==> config.mk <==
export PLATFORM = sky130hd
export DESIGN_NAME = isinc_fir
export DESIGN_NICKNAME = d
export VERILOG_FILES = /design/src/rtl/isinc_pkg.sv /design/src/rtl/isinc_taps.sv /design/src/rtl/isinc_mac.sv /design/src/rtl/isinc_rsat.sv /design/src/rtl/isinc_fir.sv
export SDC_FILE = /design/constraint.sdc
export NUM_CORES = 1
export LEC_CHECK = 0
export BUFFER_PORTS_ARGS = -buffer_cell sky130_fd_sc_hd__buf_4
export CAP_MARGIN = 20
export CORE_UTILIZATION = 40
export CTS_CLUSTER_DIAMETER = 40
export CTS_CLUSTER_SIZE = 8
export DETAILED_ROUTE_END_ITERATION = 8
export SYNTH_ARGS = -nofsm -noshare
export SYNTH_HDL_FRONTEND = slang
export SYNTH_SLANG_ARGS = --single-unit
==> constraint.sdc <==
create_clock -name clk -period 8.1 [get_ports clk]
set_clock_uncertainty 0.1 [all_clocks]
set_input_delay 0 -clock clk [delete_from_list [all_inputs] [get_ports clk]]
set_output_delay 0 -clock clk [all_outputs]
set_load 0.01 [all_outputs]
==> src/rtl/isinc_pkg.sv <==
// Package: shared constants for the inverse sinc filter.
// Coefficients are unsigned magnitudes in 1/2**COEF_FRAC units; the outer
// taps are subtracted by the datapath, the centre tap is added.
package isinc_pkg;
    localparam int COEF_W    = 8;
    localparam int COEF_FRAC = 8;
    localparam int NTAPS     = 3;
    localparam logic [COEF_W-1:0] CTR_COEF  = 8'd218;
    localparam logic [COEF_W-1:0] EDGE_COEF = 8'd24;
endpackage

==> src/rtl/isinc_taps.sv <==
// Module: tap delay line with a shared clock enable.
// Assumes: taps[0 +: W] is the newest sample; en low holds every stage.
module isinc_taps #(
    parameter int W = 14,
    parameter int N = 3
) (
    input  logic           clk,
    input  logic           rst_n,
    input  logic           en,
    input  logic [W-1:0]   din,
    output logic [N*W-1:0] taps
);
    logic [W-1:0] stage [N];

    // Shift the line by one sample on each enabled edge.
    always_ff @(posedge clk) begin
        if (!rst_n) begin
            for (int k = 0; k < N; k++) stage[k] <= '0;
        end else if (en) begin
            stage[0] <= din;
            for (int k = 1; k < N; k++) stage[k] <= stage[k-1];
        end
    end

    generate
        for (genvar k = 0; k < N; k++) begin : g_flat
            assign taps[k*W +: W] = stage[k];
        end
    endgenerate
endmodule

==> src/rtl/isinc_mac.sv <==
// Module: constant-coefficient shift-and-add for the symmetric 3-tap FIR.
// Assumes: taps hold signed samples; acc is wide enough for the full sum.
module isinc_mac
    import isinc_pkg::*;
#(
    parameter int W     = 14,
    parameter int ACC_W = 25
) (
    input  logic [NTAPS*W-1:0]      taps,
    output logic signed [ACC_W-1:0] acc
);
    logic signed [ACC_W-1:0] ctr_x;
    logic signed [ACC_W-1:0] edge_x;
    logic signed [ACC_W-1:0] ctr_part  [COEF_W];
    logic signed [ACC_W-1:0] edge_part [COEF_W];
    logic signed [ACC_W-1:0] ctr_sum;
    logic signed [ACC_W-1:0] edge_sum;

    // Sign-extend the centre tap and pre-add the symmetric outer pair.
    assign ctr_x  = ACC_W'($signed(taps[W +: W]));
    assign edge_x = ACC_W'($signed(taps[0 +: W])) + ACC_W'($signed(taps[2*W +: W]));

    generate
        for (genvar b = 0; b < COEF_W; b++) begin : g_bit
            assign ctr_part[b]  = CTR_COEF[b]  ? (ctr_x  <<< b) : '0;
            assign edge_part[b] = EDGE_COEF[b] ? (edge_x <<< b) : '0;
        end
    endgenerate

    // Sum the selected shifted copies and form centre minus outer terms.
    always_comb begin
        ctr_sum  = '0;
        edge_sum = '0;
        for (int b = 0; b < COEF_W; b++) begin
            ctr_sum  = ctr_sum + ctr_part[b];
            edge_sum = edge_sum + edge_part[b];
        end
        acc = ctr_sum - edge_sum;
    end
endmodule

==> src/rtl/isinc_rsat.sv <==
// Module: round-to-nearest (ties up) and clamp to a signed W-bit range.
// Assumes: acc carries FRAC fraction bits.
module isinc_rsat #(
    parameter int W     = 14,
    parameter int FRAC  = 8,
    parameter int ACC_W = 25
) (
    input  logic signed [ACC_W-1:0] acc,
    output logic [W-1:0]            y
);
    localparam logic signed [ACC_W-1:0] HALF = ACC_W'(2**(FRAC-1));
    localparam logic signed [ACC_W-1:0] HI   = ACC_W'(2**(W-1) - 1);
    localparam logic signed [ACC_W-1:0] LO   = -HI - ACC_W'(1);

    logic signed [ACC_W-1:0] biased;
    logic signed [ACC_W-1:0] scaled;

    assign biased = acc + HALF;
    assign scaled = biased >>> FRAC;

    // Clamp the rounded value into the output range.
    always_comb begin
        if (scaled > HI)      y = HI[W-1:0];
        else if (scaled < LO) y = LO[W-1:0];
        else                  y = scaled[W-1:0];
    end
endmodule

==> src/rtl/isinc_fir.sv <==
// Module: inverse sinc pre-compensation FIR, top level.
// Filter path: tap line -> shift-add -> round/clamp -> output register.
// Bypass path: two-register delay -> output register (same latency as the
// centre tap). Bypass gates the tap line's clock enable so it holds state.
module isinc_fir
    import isinc_pkg::*;
#(
    parameter int W = 14
) (
    input  logic         clk,
    input  logic         rst_n,
    input  logic         bypass,
    input  logic [W-1:0] din,
    output logic [W-1:0] dout
);
    localparam int ACC_W = W + COEF_W + 3;

    logic [NTAPS*W-1:0]      tap_bus;
    logic signed [ACC_W-1:0] acc_w;
    logic [W-1:0]            filt_y;
    logic [W-1:0]            byp_d1;
    logic [W-1:0]            byp_d2;

    isinc_taps #(.W(W), .N(NTAPS)) u_taps (
        .clk   (clk),
        .rst_n (rst_n),
        .en    (!bypass),
        .din   (din),
        .taps  (tap_bus)
    );

    isinc_mac #(.W(W), .ACC_W(ACC_W)) u_mac (
        .taps (tap_bus),
        .acc  (acc_w)
    );

    isinc_rsat #(.W(W), .FRAC(COEF_FRAC), .ACC_W(ACC_W)) u_rsat (
        .acc (acc_w),
        .y   (filt_y)
    );

    // Align the raw sample with the filter's centre-tap delay.
    always_ff @(posedge clk) begin
        if (!rst_n) begin
            byp_d1 <= '0;
            byp_d2 <= '0;
        end else begin
            byp_d1 <= din;
            byp_d2 <= byp_d1;
        end
    end

    // Register the selected path as the block output.
    always_ff @(posedge clk) begin
        if (!rst_n) dout <= '0;
        else        dout <= bypass ? byp_d2 : filt_y;
    end
endmodule

==> results.py <==
metrics = {
    "synthesis": {
        "syn_area_mm2": 0.00621,
        "synth_flop_cell": "edfxtp_1",
        "syn_area_per_cell_um2": 10.8,
        "yosysWarnings": 0,
        "syn_inst": 574,
        "synth-seq-cells": 84,
        "synth_edf_count": 42,
        "ys_async_sr_fraction_pct": 0,
        "synth_fp_nets": 716,
        "synth_cell_types": 54,
        "yosysSeqAreaShare_pct": 33.9,
    },
    "placement": {
        "port_buffers": 30,
        "gp_routability_congestion": 0.846,
        "dpl.cell_count": 780,
        "hpwl_mm": 10.1,
        "place_area_mm2": 0.00662,
    },
    "timing": {
        "worst_pin_slew_ps": 575,
        "finalHoldViolations": 0,
        "rsz0062_at_grt": "no",
        "setup_tns_ps": 0,
        "max_freq_mhz": 131,
        "setup_viol": 0,
        "slew_violations": 0,
        "relSlewSlack_pct": 61.3,
        "period_needed_ps": 7610,
        "timing.final.crit_share_pct": 94.0,
    },
    "clock_tree": {
        "clk_latency_ps": 340,
        "post-cts-setup-buffer-count": 0,
        "cts_buffers": 9,
        "ctsHtreeMaxLevel": 3,
        "cts_tree": "yes",
        "cts_sinks": 84,
        "ctsLongestPathBuffers": 2,
        "clkTransAtPathRegs_ps": 70,
        "cts_root_buffer": "clkbuf_16",
    },
    "cells_and_area": {
        "drive_gt1_share_pct": 9.63,
        "final_cells": 811,
        "antenna_cells": 0,
        "area_delta_synth_final_pct": 14.4,
        "fillers": 1372,
        "layout_commonest_cell": "inv_1",
        "mostFrequentLayoutCells": "inv_1, fa_1, ha_1",
        "multiInputGateArea_mm2": 0.00369,
        "nNetsFinal": 760,
        "register_area_mm2": 0.00210,
        "fin_area_mm2": 0.00710,
    },
    "setup_path": {
        "cp.arrival_ps": 7690,
        "rr_worst_depth": 22,
        "critPathCapture": "dout[8]",
        "critPathMaxFanout": 12,
        "reg2reg_slack_ps": 490,
        "startpoint_type": "register",
        "critPathRequiredTime_ps": 8180,
        "cpMostUsedCell": "fa_1",
        "reg2reg_from": "u_taps.stage[0][1]",
        "rr_endpoint": "dout[8]",
        "startpoint": "u_taps.stage[0][1]",
        "max_stage_delay_ps": 550,
        "crit_type": "reg -> reg",
        "slowest_stage": "fa_1",
        "cp-end-kind": "register",
        "crit_path_cell_trace": "ha_1 > a21o_1 > a21oi_1 > o21bai_1 > a211oi_1 > o31ai_1 > o41ai_1 > mux2_2 > or2_2 > fa_1 > fa_1 > fa_1 > fa_1 > inv_1 > ha_1 > a21o_1 > a21oi_1 > o211ai_1 > a2111o_1 > a21o_1 > nand4_1 > o311ai_1",
    },
    "routing": {
        "wl_met1_mm": 6.40,
        "drc": 0,
        "routed_wl_mm": 12.9,
        "drtIter0Drc": 162,
        "wl_met3_um": 325,
        "via_per_inst": 5.00,
        "dr.max_layer_used": "met4",
        "drtPass1Iterations": 4,
        "wl_per_cell_um": 16.0,
        "dr_wl_met2_mm": 5.92,
        "via_count": 4052,
        "drtAntennaViolNets": 0,
    },
    "floorplanning": {
        "die-area_mm2": 0.0160,
        "die_w_um": 127,
        "core_area_mm2": 0.0151,
        "die_h_um": 127,
        "start_util_pct": 41.0,
        "ios": 31,
        "rows": 45,
    },
    "grt": {
        "grt_pass1_vias": 4248,
        "gr-total-overflow": 0,
        "grt_start_max_net_pins": 46,
        "globalRouteTotalUtil_pct": 17.7,
        "grt_pass1_wl_mm": 21.5,
        "antenna_found_initial": 0,
    },
    "min_path": {
        "min_path_type": "in -> reg",
    },
    "run": {
        "cap_violations": 0,
    },
    "outcome": {
        "status": "finished clean",
    },
}
-- worst max-delay path, delay by kind of cell (launching register included) --
kind / cells / cell delay [ps]
compound gates: 12 / 3000
fa+ha+maj: 6 / 2780
simple gates: 2 / 710
flops: 1 / 450
mux: 1 / 400
buf+inv: 1 / 40
-- state kept, by name, summed over array words and instances, names as in the netlist --
signal and count:
u_taps.stage 42, byp_d2 14, dout 14, byp_d1 14
-- worst min-delay path by stage --
stage	end	cells past startpoint	slack [ps]	start
after global routing	byp_d2[3]	2	40	rst_n
after CTS	byp_d2[1]	2	20	rst_n
final	byp_d2[1]	2	10	rst_n
after floorplan	byp_d1[0]	1	40	rst_n
after detailed placement	byp_d1[5]	2	130	din[5]
after global placement	byp_d1[6]	2	130	din[6]
-- cells by family (layout without fill, tap and decap cells) --
family                   Yosys count  after routing  share of synthesized area (%)
flip-flops                        84             84                           33.9
AND/OR/NAND/NOR                  150            150                           13.3
multiplexers                       3              3                          0.504
XOR/XNOR                          22             22                           3.10
buffers and inverters            110            159                           6.79
adder cells (fa/ha/maj)          125            125                           32.9
AO/OA/AOI/OAI                     80             80                           9.47
-- final cells by class --
class | instances | area share [%]
multi-input cells | 380 | 51.9
flip-flops and latches | 84 | 29.6
repair buffers | 47 | 5.74
inverters | 96 | 5.07
clock buffers | 10 | 3.37
well taps | 188 | 3.31
clock inverters | 6 | 0.987
-- routing by layer --
metal / GRT usage [%] / vias to the layer above
met5: 0 / -
met4: 6.87 / 0
met3: 2.66 / 20
met2: 27.7 / 75
met1: 24.7 / 1961
li1: - / 1996
-- synthesized netlist by cell type, drive strengths merged (2+ instances only) --
master | n | area [µm²]
buf | 3 | 20.0
xnor2 | 12 | 105
nand2b | 6 | 37.5
clkbuf | 11 | 41.3
nor2b | 18 | 113
nand2 | 11 | 41.3
dfxtp | 42 | 841
o311ai | 13 | 114
xor2 | 10 | 87.6
nand4 | 4 | 25.0
o21bai | 7 | 52.6
o21a | 4 | 31.3
a21o | 10 | 75.1
a31oi | 2 | 12.5
nor2 | 31 | 116
nand3 | 19 | 100
and2 | 45 | 282
o21ai | 10 | 53.8
mux2i | 2 | 20.0
and3 | 4 | 25.0
or3 | 2 | 12.5
nand3b | 3 | 22.5
o31ai | 5 | 37.5
a21oi | 15 | 75.1
fa | 64 | 1280
or2 | 2 | 12.5
a211oi | 3 | 22.5
edfxtp | 42 | 1260
ha | 61 | 763
inv | 96 | 360
-- through the flow --
step           util (%)  hold WS, ps  setup slack [ps]
2_1_floorplan         -         36.5              1190
3_3_place_gp       43.7          127               654
3_5_place_dp       43.7          127               489
4_1_cts            46.7         15.6               461
5_1_grt            46.9         36.7              2.78
6_report           46.9         12.7               488
-- what timing repair did --
item,CTS,global route
resized for setup,0,0
hold endpoints to repair,21,0
hold buffers,14,0
Power is not shown: default switching activity piles up to over one toggle a cycle in this logic, so the estimate is an artifact.
